File: src/rtl/aclink_tx_pkg.sv
package aclink_tx_pkg;

    typedef enum logic [1:0] {
        ST_IDLE = 2'd0,
        ST_TAG  = 2'd1,
        ST_DATA = 2'd2
    } tx_state_e;

endpackage

File: src/rtl/aclink_tx_seq.sv
module aclink_tx_seq
    import aclink_tx_pkg::*;
#(
    parameter int SLOT_CNT   = 12,
    parameter int SLOT_W     = 20,
    parameter int TAG_W      = 16,
    parameter int SLOT_IDX_W = 4,
    parameter int BIT_W      = 5
) (
    input  logic                  clk,
    input  logic                  rst_n,
    output tx_state_e             state_o,
    output logic [SLOT_IDX_W-1:0] slot_o,
    output logic [BIT_W-1:0]      bit_o,
    output logic                  ready_o,
    output logic                  sync_o
);

    tx_state_e             state_q, state_d;
    logic [SLOT_IDX_W-1:0] slot_q, slot_d;
    logic [BIT_W-1:0]      bit_q, bit_d;
    logic                  tag_last, slot_last, frame_last;

    assign tag_last   = (bit_q == BIT_W'(TAG_W - 1));
    assign slot_last  = (bit_q == BIT_W'(SLOT_W - 1));
    assign frame_last = slot_last && (slot_q == SLOT_IDX_W'(SLOT_CNT));

    // State register
    always_ff @(posedge clk) begin
        if (!rst_n) begin
            state_q <= ST_IDLE;
            slot_q  <= '0;
            bit_q   <= '0;
        end else begin
            state_q <= state_d;
            slot_q  <= slot_d;
            bit_q   <= bit_d;
        end
    end

    // Next state
    always_comb begin
        state_d = state_q;
        slot_d  = slot_q;
        bit_d   = bit_q + BIT_W'(1);
        unique case (state_q)
            ST_IDLE: begin                      // T_START
                state_d = ST_TAG;
                slot_d  = '0;
                bit_d   = '0;
            end
            ST_TAG: begin
                if (tag_last) begin             // T_TAG_DONE
                    state_d = ST_DATA;
                    slot_d  = SLOT_IDX_W'(1);
                    bit_d   = '0;
                end
            end
            ST_DATA: begin
                if (frame_last) begin           // T_FRAME_END
                    state_d = ST_TAG;
                    slot_d  = '0;
                    bit_d   = '0;
                end else if (slot_last) begin   // T_SLOT_NEXT
                    slot_d  = slot_q + SLOT_IDX_W'(1);
                    bit_d   = '0;
                end
            end
            default: begin
                state_d = ST_IDLE;
                slot_d  = '0;
                bit_d   = '0;
            end
        endcase
    end

    // Outputs
    always_comb begin
        ready_o = 1'b0;
        sync_o  = 1'b0;
        unique case (state_q)
            ST_IDLE: ready_o = 1'b1;
            ST_TAG:  sync_o  = 1'b1;
            ST_DATA: ready_o = frame_last;
            default: ready_o = 1'b0;
        endcase
    end

    assign state_o = state_q;
    assign slot_o  = slot_q;
    assign bit_o   = bit_q;

endmodule

File: src/rtl/aclink_tx_hold.sv
module aclink_tx_hold #(
    parameter int SLOT_CNT = 12,
    parameter int SLOT_W   = 20,
    parameter int CID_W    = 2,
    parameter int CNT_W    = 5,
    parameter int TAG_W    = 16
) (
    input  logic                                clk,
    input  logic                                rst_n,
    input  logic                                load_i,
    input  logic                                frame_valid_i,
    input  logic [SLOT_CNT-1:0]                 slot_valid_i,
    input  logic [CID_W-1:0]                    codec_id_i,
    input  logic [SLOT_CNT-1:0][SLOT_W-1:0]     slot_data_i,
    input  logic [SLOT_CNT-1:0][CNT_W-1:0]      slot_bits_i,
    output logic [TAG_W-1:0]                    tag_o,
    output logic [SLOT_CNT-1:0][SLOT_W-1:0]     word_o
);

    logic [TAG_W-1:0]                tag_d;
    logic [SLOT_CNT-1:0][SLOT_W-1:0] word_d;

    // Tag: valid flag, slot 1..N valid bits, a zero, codec ID
    always_comb begin
        tag_d = '0;
        tag_d[TAG_W-1] = frame_valid_i;
        for (int s = 0; s < SLOT_CNT; s++) begin
            tag_d[TAG_W-2-s] = slot_valid_i[s];
        end
        tag_d[CID_W-1:0] = codec_id_i;
    end

    // Zero stuffing: clear non-valid slots and bits past the count
    for (genvar g = 0; g < SLOT_CNT; g++) begin : g_slot
        logic [SLOT_W-1:0] keep;
        always_comb begin
            for (int b = 0; b < SLOT_W; b++) begin
                keep[SLOT_W-1-b] = (CNT_W'(b) < slot_bits_i[g]);
            end
            word_d[g] = slot_valid_i[g] ? (slot_data_i[g] & keep) : '0;
        end
    end

    always_ff @(posedge clk) begin
        if (!rst_n) begin
            tag_o  <= '0;
            word_o <= '0;
        end else if (load_i) begin
            tag_o  <= tag_d;
            word_o <= word_d;
        end
    end

endmodule

File: src/rtl/aclink_tx_bitsel.sv
module aclink_tx_bitsel
    import aclink_tx_pkg::*;
#(
    parameter int SLOT_CNT   = 12,
    parameter int SLOT_W     = 20,
    parameter int TAG_W      = 16,
    parameter int SLOT_IDX_W = 4,
    parameter int BIT_W      = 5
) (
    input  logic                            clk,
    input  logic                            rst_n,
    input  tx_state_e                       state_i,
    input  logic [SLOT_IDX_W-1:0]           slot_i,
    input  logic [BIT_W-1:0]                bit_i,
    input  logic [TAG_W-1:0]                tag_i,
    input  logic [SLOT_CNT-1:0][SLOT_W-1:0] word_i,
    output logic                            sdata_o
);

    localparam int TAG_IDX_W  = $clog2(TAG_W);
    localparam int WORD_IDX_W = $clog2(SLOT_W);

    logic [TAG_IDX_W-1:0]  tag_idx;
    logic [WORD_IDX_W-1:0] word_idx;
    logic                  cur_bit;
    logic                  sdata_q;

    assign tag_idx  = TAG_IDX_W'(TAG_W - 1) - TAG_IDX_W'(bit_i);
    assign word_idx = WORD_IDX_W'(SLOT_W - 1) - WORD_IDX_W'(bit_i);

    always_comb begin
        cur_bit = 1'b0;
        unique case (state_i)
            ST_TAG:  cur_bit = tag_i[tag_idx];
            ST_DATA: begin
                for (int s = 0; s < SLOT_CNT; s++) begin
                    if (slot_i == SLOT_IDX_W'(s + 1)) begin
                        cur_bit = word_i[s][word_idx];
                    end
                end
            end
            default: cur_bit = 1'b0;
        endcase
    end

    always_ff @(posedge clk) begin
        if (!rst_n) begin
            sdata_q <= 1'b0;
        end else begin
            sdata_q <= cur_bit;
        end
    end

    assign sdata_o = sdata_q;

endmodule

File: src/rtl/aclink_tx_framer.sv
module aclink_tx_framer
    import aclink_tx_pkg::*;
#(
    parameter  int SLOT_CNT   = 12,
    parameter  int SLOT_W     = 20,
    parameter  int CID_W      = 2,
    localparam int CNT_W      = $clog2(SLOT_W + 1),
    localparam int TAG_W      = 1 + SLOT_CNT + 1 + CID_W,
    localparam int SLOT_IDX_W = $clog2(SLOT_CNT + 1),
    localparam int BIT_W      = $clog2((TAG_W > SLOT_W) ? TAG_W : SLOT_W)
) (
    input  logic                         clk,
    input  logic                         rst_n,
    input  logic                         frame_valid_i,
    input  logic [SLOT_CNT-1:0]          slot_valid_i,
    input  logic [CID_W-1:0]             codec_id_i,
    input  logic [SLOT_CNT*SLOT_W-1:0]   slot_data_i,
    input  logic [SLOT_CNT*CNT_W-1:0]    slot_bits_i,
    output logic                         ready_o,
    output logic                         sync_o,
    output logic                         sdata_o
);

    tx_state_e                       state;
    logic [SLOT_IDX_W-1:0]           slot_idx;
    logic [BIT_W-1:0]                bit_idx;
    logic [TAG_W-1:0]                tag_q;
    logic [SLOT_CNT-1:0][SLOT_W-1:0] word_q;
    logic [SLOT_CNT-1:0][SLOT_W-1:0] data_in;
    logic [SLOT_CNT-1:0][CNT_W-1:0]  bits_in;

    assign data_in = slot_data_i;

    // Counts above the slot width behave as a full slot
    for (genvar g = 0; g < SLOT_CNT; g++) begin : g_clamp
        logic [CNT_W-1:0] raw;
        assign raw        = slot_bits_i[g*CNT_W +: CNT_W];
        assign bits_in[g] = (raw > CNT_W'(SLOT_W)) ? CNT_W'(SLOT_W) : raw;
    end

    aclink_tx_seq #(
        .SLOT_CNT  (SLOT_CNT),
        .SLOT_W    (SLOT_W),
        .TAG_W     (TAG_W),
        .SLOT_IDX_W(SLOT_IDX_W),
        .BIT_W     (BIT_W)
    ) seq_i (
        .clk    (clk),
        .rst_n  (rst_n),
        .state_o(state),
        .slot_o (slot_idx),
        .bit_o  (bit_idx),
        .ready_o(ready_o),
        .sync_o (sync_o)
    );

    aclink_tx_hold #(
        .SLOT_CNT(SLOT_CNT),
        .SLOT_W  (SLOT_W),
        .CID_W   (CID_W),
        .CNT_W   (CNT_W),
        .TAG_W   (TAG_W)
    ) hold_i (
        .clk          (clk),
        .rst_n        (rst_n),
        .load_i       (ready_o),
        .frame_valid_i(frame_valid_i),
        .slot_valid_i (slot_valid_i),
        .codec_id_i   (codec_id_i),
        .slot_data_i  (data_in),
        .slot_bits_i  (bits_in),
        .tag_o        (tag_q),
        .word_o       (word_q)
    );

    aclink_tx_bitsel #(
        .SLOT_CNT  (SLOT_CNT),
        .SLOT_W    (SLOT_W),
        .TAG_W     (TAG_W),
        .SLOT_IDX_W(SLOT_IDX_W),
        .BIT_W     (BIT_W)
    ) bitsel_i (
        .clk    (clk),
        .rst_n  (rst_n),
        .state_i(state),
        .slot_i (slot_idx),
        .bit_i  (bit_idx),
        .tag_i  (tag_q),
        .word_i (word_q),
        .sdata_o(sdata_o)
    );

endmodule

File: config.mk
export PLATFORM = sky130hd
export DESIGN_NAME = aclink_tx_framer
export DESIGN_NICKNAME = d
export VERILOG_FILES = /design/src/rtl/aclink_tx_pkg.sv /design/src/rtl/aclink_tx_seq.sv /design/src/rtl/aclink_tx_hold.sv /design/src/rtl/aclink_tx_bitsel.sv /design/src/rtl/aclink_tx_framer.sv
export SDC_FILE = /design/constraint.sdc
export NUM_CORES = 1
export LEC_CHECK = 0
export CAP_MARGIN = 20
export CORE_UTILIZATION = 40
export DETAILED_ROUTE_END_ITERATION = 6
export DONT_BUFFER_PORTS = 1
export SLEW_MARGIN = 20
export SYNTH_ARGS = -nofsm -noshare
export SYNTH_HDL_FRONTEND = slang
export SYNTH_HIERARCHICAL = 1
export SYNTH_SLANG_ARGS = --single-unit
File: constraint.sdc
create_clock -name clk -period 5.6 [get_ports clk]
set_clock_uncertainty 0.05 [all_clocks]
set_input_delay 0.84 -clock clk [delete_from_list [all_inputs] [get_ports clk]]
set_output_delay 0.84 -clock clk [all_outputs]
set_load 0.1 [all_outputs]
After elaboration in Yosys (flattened, before gate mapping)
Index checks and enable logic that the tools add are counted.

Div/mod/pow operators: 0. Multiply operators: 0. Eq/ne operators: 19. Multiplexer cells: 76. Bitwise logic cells: 12. $add $sub $neg: 4. $lt $le $gt $ge: 254. Reduce and logical (&&, ||, !) cells: 4. Shifts and indexed selects: 0.

Operator list (number): less-than comparator 4 x 5 -> 1 bit (first input constant) (96); bitwise AND 20 bit (12); less-than comparator 3 x 5 -> 1 bit (first input constant) (48); less-than comparator 5 bit (first input constant) (48); two-way mux 20 bit (12); less-than comparator 1 x 5 -> 1 bit (first input constant) (24); less-than comparator 2 x 5 -> 1 bit (first input constant) (24); two-way mux 5 bit (15); binary-select mux 1 bit (select 5 bit) (12); > comparator 5 bit (second input constant) (12); two-way mux 1 bit (26); == test 4 bit (second input constant) (5); == test 4 x 3 -> 1 bit (second input constant) (4); two-way mux 4 bit (3); one-hot mux 5 bit (2 select lines) (1); == test 4 x 2 -> 1 bit (second input constant) (2); one-hot mux 4 bit (2 select lines) (1); less-than comparator 5 x 6 -> 1 bit (second input constant) (1); one-hot mux 2 bit (3 select lines) (1); adder 5 x 1 -> 5 bit (second input constant) (1); == test 5 x 4 -> 1 bit (second input constant) (1); == test 5 bit (second input constant) (1); less-than comparator 4 x 5 -> 1 bit (second input constant) (1); subtractor 5 bit (first input constant) (1); other kinds (13) (17).

Memories kept: 0. RAM bits: 0. Bits in latches: 0. Register bits after elaboration: 267. Bits in read-only memories: 0. Output and inout bits: 3. Bits of input ports: 317. Word-level logic and storage cells: 386.

Longest topological paths before layout
Gate-level depths: netlist (run 1).

Word-level depth: 16. Gate-level depth with buffers: 12. Gate-level depth less buffers: 9.

By module
The synthesis (run 1) kept the hierarchy.

By module, submodules not included: aclink_tx_hold (times used 1, seq. area each 5104.9 um^2, cells each 1318, area an instance 11747.5 um^2); aclink_tx_bitsel (times used 1, seq. area each 20.0 um^2, cells each 201, area an instance 2537.4 um^2); aclink_tx_seq (times used 1, seq. area each 220.2 um^2, cells each 76, area an instance 663.1 um^2); aclink_tx_framer (times used 1, seq. area each 0.0 um^2, cells each 72, area an instance 460.4 um^2).

Least setup slack after synthesis (run 1)
No wires, ideal clock.

Path kind: flip-flop to flip-flop. Start point: register seq_i.bit_q[2], in the netlist seq_i/bit_o[2]. End point: register bitsel_i.sdata_q, in the netlist bitsel_i/sdata_o. Stages on the path, launching flop included: 13. Arrival: 2.671 ns. Clock period less this slack: 2.816 ns. Setup time: 0.095 ns. Buffers on the path: 3. Data required time: 5.455 ns. Path slack: 2.784 ns. Path through: dfxtp_1 > inv_1 > buf_6 > buf_6 > ha_1 > xnor2_1 > clkbuf_1 > nand2_1 > o21ai_0 > a32o_1 > nand2_1 > or4_1 > o311ai_1.

Cells in the longest elaborated chain, start to end: 16. Elaborated cells on any way between the ends: 41. Those cells by class: 2 x add/sub; 39 x mux.

RTL lines: start: declaration (line aclink_tx_seq.sv:21) `logic [BIT_W-1:0] bit_q, bit_d;`; start signal: assignment (line aclink_tx_seq.sv:37) `bit_q <= bit_d;`; subtractor 5 bit (line aclink_tx_bitsel.sv:29) `assign word_idx = WORD_IDX_W'(SLOT_W - 1) - WORD_IDX_W'(bit_i);`; binary-select mux 1 bit (select 5 bit) (line aclink_tx_bitsel.sv:38) `cur_bit = word_i[s][word_idx];`; two-way mux 1 bit (implied by the code) (line aclink_tx_bitsel.sv:38); two-way mux 1 bit (12 in series) (line aclink_tx_bitsel.sv:37) `if (slot_i == SLOT_IDX_W'(s + 1)) begin`; one-hot mux 1 bit (2 select lines) (*) (line aclink_tx_bitsel.sv:33) `unique case (state_i)`; end signal: assignment (line aclink_tx_bitsel.sv:50) `sdata_q <= cur_bit;`; end: declaration (line aclink_tx_bitsel.sv:26) `logic sdata_q;`.

Every way passes the cells marked *; elsewhere a longest branch is shown, timed or not. The select of a mux whose other input is x is not followed. A chain may end at the register's enable or synchronous reset.

Worst setup path after layout (run 1)
Start point: register seq_i.bit_q[0], in the netlist seq_i/bit_o[0]. End point: output ready_o.

Cells in the longest elaborated chain, start to end: 3.

RTL lines: == test 5 bit (line aclink_tx_seq.sv:25) `assign slot_last = (bit_q == BIT_W'(SLOT_W - 1));`; logical AND 1 bit (line aclink_tx_seq.sv:26) `assign frame_last = slot_last && (slot_q == SLOT_IDX_W'(SLOT_CNT));`; one-hot mux 1 bit (2 select lines) (line aclink_tx_seq.sv:81) `unique case (state_q)`; end: declaration (line aclink_tx_framer.sv:19) `output logic ready_o,`.

Every way passes these cells.

==> run summary, run 1 <==
Core ar. - 0.0378 sq mm
non-filler cells, final - 2076
Detailed Routing Iterations Pass 1 - 5
Final Hold Fails - 0
number of fill cells - 3737
Post-synth top flop - dfxtp_1
CTS Buf Count - 34
cell count after placement - 2013
total number of vias - 12.9k
Reg2Reg Setup Slack - 1810 ps
critical path peak fanout - 45
Worst Setup End Kind - primary output
Synth Register Bits - 267
Synth area leaders - dfxtp_1 35%, mux4_2 5.6%, a21boi_1 5.1%, mux4_1 4.9%, nand2_1 3.9%
H-tree levels - 2
GR Util All Layers - 0.231
reg2reg end - hold_i/word_o[237]$_SDFFE_PN0P_
Post-synth top cells - 267 x dfxtp_1, 160 x nand2_1, 131 x clkbuf_1, 104 x a21boi_1, 96 x nor2b_1
period utilization - 0.712
Cell Pwr Density - 311 mW/mm^2
post-synth design cell area - 0.0154 sq mm
maximum vdd ir drop - 0.000219 V
HP Start - hold_i/word_o[160]$_SDFFE_PN0P_
total negative slack - 0 ps
clock sink total - 267
FP Rows - 71
leakage - 5.82 nW
final hold slack - 405 ps
number of synthesized flops with an enable pin - 0
DP HPWL - 32100 um
Register Area - 0.00535 sq mm
share of the synthesized area in the top cell type - 0.347
Hold Path Depth - 2
antenna violation net count after detailed routing - 0
area delta synth->final - 6.93%
Top Ports - 320
Worst Path Required - 4710 ps
grt met2 use - 0.380
Finished Core Util - 0.436
most frequent cell after synthesis - dfxtp_1
Synth area leader - dfxtp_1
GRT Max-Usage Layer - met2
Slew Viols, Final - 0
fin crit period - 3990 ps
Clock Pin Slew Worst Setup and Hold Paths - 60 ps
Die X-Extent - 198 um
WL per Instance - 22.5 um
Die Y-Extent - 198 um
post-cts hold buffer count - 0
Final nets - 1867
reg-to-reg critical path startpoint - seq_i/bit_o[0]$_SDFF_PN0_
drt total wl - 46800 um
global placer's final weighted congestion - 0.849
setup bufs post-CTS - 0
Async SR Flop Fraction - 0
final setup fails - 0
die area - 0.0393 sq mm
Arr. time, crit path - 3100 ps
status - finished, final reports clean
largest net degree at the start of global routing - 317
met1 GRT Util - 0.300
Unique masters post-synth - 84
Multi-input gate area - 0.00918 sq mm
Syn Inst Count - 1667
Reg2Reg Depth - 7
CTS tree - yes
warnings from Yosys - 6
syn_area_per_cell - 9.24 sq um
Max Cap Viol - 0
Max Clk Rate - 251 MHz
min-delay worst type - flip-flop to flip-flop
DRC errors left - 0
worst skew pair latency - 510 ps
worst-case hold path end point - hold_i/word_o[160]$_SDFFE_PN0P_
GRT met3 Usage - 0.0520
Detailed Route Iter0 Violations - 745
Clock Tree Buf Depth - 3
vias in the first global route - 12.3k
syn_nets - 1996
first-pass GRT wire length - 70800 um
share of cells above drive strength 1 - 0.0871
Worst-Margin Slew - 1090 ps
global route total overflow - 0
Slew HR - 0.272
PortBufs - 0
CP Class - flip-flop to primary output
sequential element share of the synthesized area - 0.347
initial antenna violation count - 8
post-cts gate resize count - 0
vias per inst - 6.20
Initial Util - 0.408
Startpoint Class - flip-flop
CTS Root Cell - clkbuf_16
RSZ-0062 raised after global routing - no
## power breakdown
| part | switching, mW | internal [mW] | total [mW] |
|---|---|---|---|
| Sequential | 0.0786 | 2.02 | 2.09 |
| Combinational | 0.544 | 0.315 | 0.859 |
| Clock | 0.828 | 1.35 | 2.18 |
| Total | 1.45 | 3.68 | 5.13 |
## cell usage in the layout (no fill, tap or decap), types with 12 or more instances in the layout
master,instances
clkbuf_16,37
a21boi_1,104
mux2i_1,16
o311ai_0,20
inv_1,25
a41o_1,20
a32oi_1,47
o21a_1,18
mux4_2,38
and3_1,32
nand2_1,160
o21ai_1,35
mux4_1,29
a22oi_1,22
a21o_1,12
nand4_1,29
and2_1,45
a211o_1,17
nand3_1,56
a31oi_1,13
nor2_1,32
o2111ai_1,21
nand2b_1,15
dfxtp_1,265
or3_1,33
ha_1,12
nor2b_1,96
a21oi_1,35
o211ai_1,41
## worst max-delay path by stage
stage                                    startpoint                        endpoint  slack [ps]
after global placement    seq_i/bit_o[0]$_SDFF_PN0_  hold_i/word_o[55]$_SDFFE_PN0P_        1820
final                     seq_i/bit_o[0]$_SDFF_PN0_                         ready_o        1610
after floorplan           seq_i/bit_o[2]$_SDFF_PN0_     bitsel_i/sdata_o$_SDFF_PN0_        2780
after global routing      seq_i/bit_o[0]$_SDFF_PN0_                         ready_o        1440
after CTS                 seq_i/bit_o[0]$_SDFF_PN0_                         ready_o        1520
after detailed placement  seq_i/bit_o[0]$_SDFF_PN0_  hold_i/word_o[55]$_SDFFE_PN0P_        1820
## per-layer routing
metal	up-vias	part of all wire	wire length, um
met5	-	0.0015	69
met4	10	0.024	1100
met3	75	0.065	3040
met2	357	0.48	22200
met1	6307	0.43	20400
li1	6132	-	-
## state kept, by name, indices dropped and copies added, names as in the netlist
signal,count
seq_i/state_o,2
seq_i/slot_o,4
hold_i/tag_o,15
bitsel_i/sdata_o,1
seq_i/bit_o,5
hold_i/word_o,240
## metrics by stage
step,total power [mW],cell area (sq um),worst slack (ps)
global route,5.37,16500,1440
CTS,5.19,16500,1520
finish,5.13,16500,1610
detailed placement,3.00,15400,1820
floorplan,2.85,15400,2780
global placement,2.98,15400,1820
## logic make-up (layout without fill, tap and decap cells)
group	after synthesis	after routing	share of synthesized area
other	1	5	0.000243
XOR/XNOR	4	4	0.00227
adder cells (fa/ha/maj)	12	12	0.00974
multiplexers	83	83	0.115
flip-flops	267	267	0.347
AO/OA/AOI/OAI	519	519	0.260
AND/OR/NAND/NOR	580	580	0.208
buffers and inverters	201	95	0.0577
## worst max-delay path, stage by stage, from the launching register on
cell and delay, ps:
dfxtp_4 850, ha_1 330, and4bb_4 310, a31o_4 640, buf_4 420
## final cells by class
cell class / count / area share
Inverter: 26 / 0.00638
Timing Repair Buffer: 10 / 0.00456
Clock inverter: 7 / 0.00539
Multi-Input combinational cell: 1199 / 0.557
Clock buffer: 52 / 0.0620
Tap cell: 511 / 0.0388
Antenna cell: 4 / 0.000607
Sequential cell: 267 / 0.325
(Power assumes the default switching activity.)
==> run 2, diff against run 1 <==
Clock period 5.6 ns to 3.47 ns, I/O delays scaled along.
==> run 2 against run 1 <==
Setup slack got worse by 1300 ps. Largest power group unchanged. Sequential power is 61% higher. Cell area up 0.85%. Register-to-register slack worse by 1300 ps. Non-clock buffer count is 12 higher. Die area unchanged. Clock power up 56%. Total power rose by 61%. Hold slack got worse by 320 ps. Cell count is 0.53% higher. Sequential share of layout area is 0.27 points lower.
==> run summary, run 2 (same netlist as run 1, synthesis figures left out) <==
status - finished, final reports clean
Final nets - 1879
post-cts hold buffer count - 0
area delta synth->final - 7.84%
CP most frequent cell - buf_4
Reg with most FFs - hold_i/word_o
Clock Tree Buf Depth - 3
period utilization - 0.917
most common cell after layout, fill and taps aside - dfxtp_1
DP Worst Slack - 584 ps
setup bufs post-CTS - 0
Worst Setup End Kind - primary output
CP peak stage delay - 550 ps
post-cts gate resize count - 0
FP Rows - 71
leakage - 5.89 nW
final setup fails - 0
RSZ-0062 raised after global routing - no
Power, Total - 8.25 mW
Max Cap Viol - 0
initial antenna violation count - 7
worst skew pair latency - 520 ps
global route total overflow - 0
non-filler cells, final - 2087
critical path cell sequence - ha_1 -> and4bb_4 -> a31o_4 -> buf_4 -> buf_4
WL per Instance - 22.2 um
Top Ports - 320
Worst Path Required - 2900 ps
Worst-Margin Slew - 1050 ps
die area - 0.0393 sq mm
share of cells above drive strength 1 - 0.0972
post-route setup slack - 287 ps
Slew HR - 0.302
vias in the first global route - 12.5k
Cell Pwr Density - 497 mW/mm^2
Area after DPL - 0.0155 sq mm
Core ar. - 0.0378 sq mm
Final Hold Fails - 0
Detailed Route Iter0 Violations - 643
Largest register FFs - 240
DRC errors left - 0
Slew Viols, Final - 0
Die X-Extent - 198 um
H-tree levels - 2
maximum vdd ir drop - 0.000284 V
GR Util All Layers - 0.232
largest net degree at the start of global routing - 317
Clock Pin Slew Worst Setup and Hold Paths - 60 ps
min-delay worst type - primary input to flip-flop
CTS Root Cell - clkbuf_16
DP HPWL - 32200 um
CTS tree - yes
antenna violation net count after detailed routing - 0
total number of vias - 13.0k
Finished Core Util - 0.440
Die Y-Extent - 198 um
CP Class - flip-flop to primary output
Startpoint Class - flip-flop
vias per inst - 6.23
most frequent cells in the layout - 265 x dfxtp_1, 160 x nand2_1, 104 x a21boi_1, 96 x nor2b_1, 56 x nand3_1
first-pass GRT wire length - 71800 um
clock sink total - 267
final hold slack - 82.1 ps
number of fill cells - 3667
drt total wl - 46400 um
CTS Buf Count - 34
Arr. time, crit path - 2610 ps
Final Instance Area - 0.0166 sq mm
CP max stage cell - dfxtp_4
Initial Util - 0.408
fin crit period - 3180 ps
global placer's final weighted congestion - 0.882
cell count after placement - 2025
Max Clk Rate - 314 MHz
critical path peak fanout - 19
PortBufs - 0
total negative slack - 0 ps
Detailed Routing Iterations Pass 1 - 5
## run 2: metal layers
metal	track usage	part of all wire	vias up
met3	0.0581	0.068	91
met4	0.0726	0.026	10
met2	0.382	0.48	375
met5	0	0.0013	-
met1	0.296	0.43	6364
li1	-	-	6161
## run 2: layout make-up
class	count	area [sq um]	area share
repair buffers	22	253	0.0152
diodes	2	5.00	0.000301
inverters	26	105	0.00632
flip-flops and latches	267	5350	0.322
clock buffers	47	960	0.0578
clock inverters	13	119	0.00715
well taps	511	639	0.0385
multi-input cells	1199	9180	0.553
## run 2: worst paths after layout
| path | cells after the start | slack (ps) | from | to |
|---|---|---|---|---|
| setup / recovery | 5 | 290 | seq_i/bit_o[1]$_SDFF_PN0_ | ready_o |
| setup reg to reg | 9 | 540 | seq_i/bit_o[3]$_SDFF_PN0_ | bitsel_i/sdata_o$_SDFF_PN0_ |
| hold / removal | 2 | 80 | slot_data_i[157] | hold_i/word_o[157]$_SDFFE_PN0P_ |
| hold reg to reg | 2 | 400 | hold_i/word_o[120]$_SDFFE_PN0P_ | hold_i/word_o[120]$_SDFFE_PN0P_ |
## run 2: where the power goes
| part | internal (mW) | leakage [nW] | switching, mW | total (mW) |
|---|---|---|---|---|
| combinational | 0.568 | 3.18 | 0.916 | 1.48 |
| sequential | 3.25 | 2.18 | 0.111 | 3.36 |
| clock | 2.02 | 0.533 | 1.38 | 3.40 |
| total | 5.84 | 5.89 | 2.41 | 8.25 |
## run 2: critical path: cells and delay by family, from the launching register on
| kind | cells | cell delay [ps] |
|---|---|---|
| flops | 1 | 550 |
| simple gates | 1 | 320 |
| buf+inv | 2 | 570 |
| compound gates | 1 | 360 |
| fa+ha+maj | 1 | 270 |
==> run 3, diff against run 2 <==
Settings changed: CELL_PAD_IN_SITES_DETAIL_PLACEMENT from default to 0, CELL_PAD_IN_SITES_GLOBAL_PLACEMENT from default to 1, CTS_CLUSTER_SIZE from default to 10, PLACE_DENSITY_LB_ADDON from default to 0.1.
==> run 3 against run 2 <==
Sequential share of layout area decreased by 0.24 points. Cell count is 0.38% higher. Setup slack gained 290 ps. Flip-flop and latch count unchanged. Die area unchanged. Critical path depth down 1. Via count fell by 0.64%. Clock power rose by 3%. Non-clock buffer count up 12. Routed wire length grew 5.7%. Core utilization is 0.33 points higher.
==> run summary, run 3 (same netlist as run 1, synthesis figures left out) <==
status - finished, final reports clean
period utilization - 0.833
largest net degree at the start of global routing - 317
WL per Instance - 23.4 um
DRC errors left - 0
Register Area - 0.00535 sq mm
global placer's final weighted congestion - 0.827
Final Instance Area - 0.0167 sq mm
Worst Path Required - 2900 ps
Slew HR - 0.321
drt total wl - 49000 um
worst skew pair latency - 520 ps
FP Rows - 71
post-cts hold buffer count - 0
Max Cap Viol - 0
Area after DPL - 0.0156 sq mm
CP max stage cell - dfxtp_4
Multi-input gate area - 0.00918 sq mm
die area - 0.0393 sq mm
Final nets - 1892
H-tree levels - 2
setup bufs post-CTS - 0
share of cells above drive strength 1 - 0.102
vias per inst - 6.17
Worst-Margin Slew - 1020 ps
antenna violation net count after detailed routing - 0
RSZ-0062 raised after global routing - no
GR Util All Layers - 0.245
Cell Pwr Density - 504 mW/mm^2
CTS Buf Count - 35
post-cts gate resize count - 0
Arr. time, crit path - 2320 ps
Reg with most FFs - hold_i/word_o
Detailed Routing Iterations Pass 1 - 4
Largest register FFs - 240
fin crit period - 2890 ps
critical path cell sequence - ha_1 -> and4bb_4 -> a31o_4 -> buf_4
most frequent cells in the layout - 265 x dfxtp_1, 160 x nand2_1, 104 x a21boi_1, 96 x nor2b_1, 56 x nand3_1
Slew Viols, Final - 0
CP peak stage delay - 520 ps
Initial Util - 0.408
vias in the first global route - 12.6k
Clock Tree Buf Depth - 3
initial antenna violation count - 7
Clock Pin Slew Worst Setup and Hold Paths - 60 ps
Top Ports - 320
most common cell after layout, fill and taps aside - dfxtp_1
CP delay by family, top - flip-flops
PortBufs - 0
global route total overflow - 0
Startpoint Class - flip-flop
number of fill cells - 3718
first-pass GRT wire length - 74900 um
Die Y-Extent - 198 um
DP HPWL - 34200 um
critical path peak fanout - 17
CTS tree - yes
area delta synth->final - 8.66%
Worst Setup End Kind - primary output
Final Hold Fails - 0
Max Clk Rate - 346 MHz
CTS Root Cell - clkbuf_16
leakage - 5.97 nW
min-delay worst type - primary input to flip-flop
Core ar. - 0.0378 sq mm
total negative slack - 0 ps
clock sink total - 267
Die X-Extent - 198 um
total number of vias - 12.9k
maximum vdd ir drop - 0.000338 V
final setup fails - 0
CP Class - flip-flop to primary output
Detailed Route Iter0 Violations - 746
worst path bufs/invs - 1
## run 3: changes by cell type in the layout (fill, tap and decap cells not counted), moves of 2 or more
cell       previous run  this run
buf_4                15        26
clkbuf_1              7         5
clkbuf_16            34        36
clkbuf_8              6         8
clkinv_2              6         3
inv_6                 3         1
## run 3: metrics by stage
step,utilization,hold slack [ps],power [mW],worst slack (ps),instances
floorplan,-,385,4.59,654,1667
global placement,0.414,394,4.99,555,2037
detailed placement,0.414,399,4.99,605,2037
CTS,0.443,50.9,8.54,528,2092
global route,0.443,73.0,8.82,490,2094
finish,0.443,72.8,8.44,578,2095
## run 3: path summary, 6_finish.rpt
path / from / end / slack [ps] / depth (start not counted)
max: seq_i/bit_o[0]$_SDFF_PN0_ / ready_o / 580 / 4
min: slot_data_i[121] / hold_i/word_o[121]$_SDFFE_PN0P_ / 70 / 2
max reg2reg: seq_i/bit_o[0]$_SDFF_PN0_ / bitsel_i/sdata_o$_SDFF_PN0_ / 690 / 8
min reg2reg: hold_i/word_o[138]$_SDFFE_PN0P_ / hold_i/word_o[138]$_SDFFE_PN0P_ / 400 / 2
## run 3: layout make-up
class,count,share of cell area
repair buffers,34,0.0212
multi-input cells,1199,0.548
diodes,3,0.000448
well taps,511,0.0382
inverters,26,0.00628
clock buffers,49,0.0615
clock inverters,6,0.00418
flip-flops and latches,267,0.320
## run 3: where the power goes
part	internal, mW	leakage (nW)	switching [mW]
combinational	0.613	3.25	0.940
sequential	3.25	2.18	0.119
clock	2.13	0.544	1.39
## run 3: per-layer routing
layer  vias up  track usage  part of all wire  wire [um]
li1       6180            -                 -          -
met5         -            0            0.0010         49
met1      6331        0.320              0.44      21400
met4         8       0.0632             0.018        898
met3        70       0.0583             0.062       3050
met2       329        0.404              0.48      23600
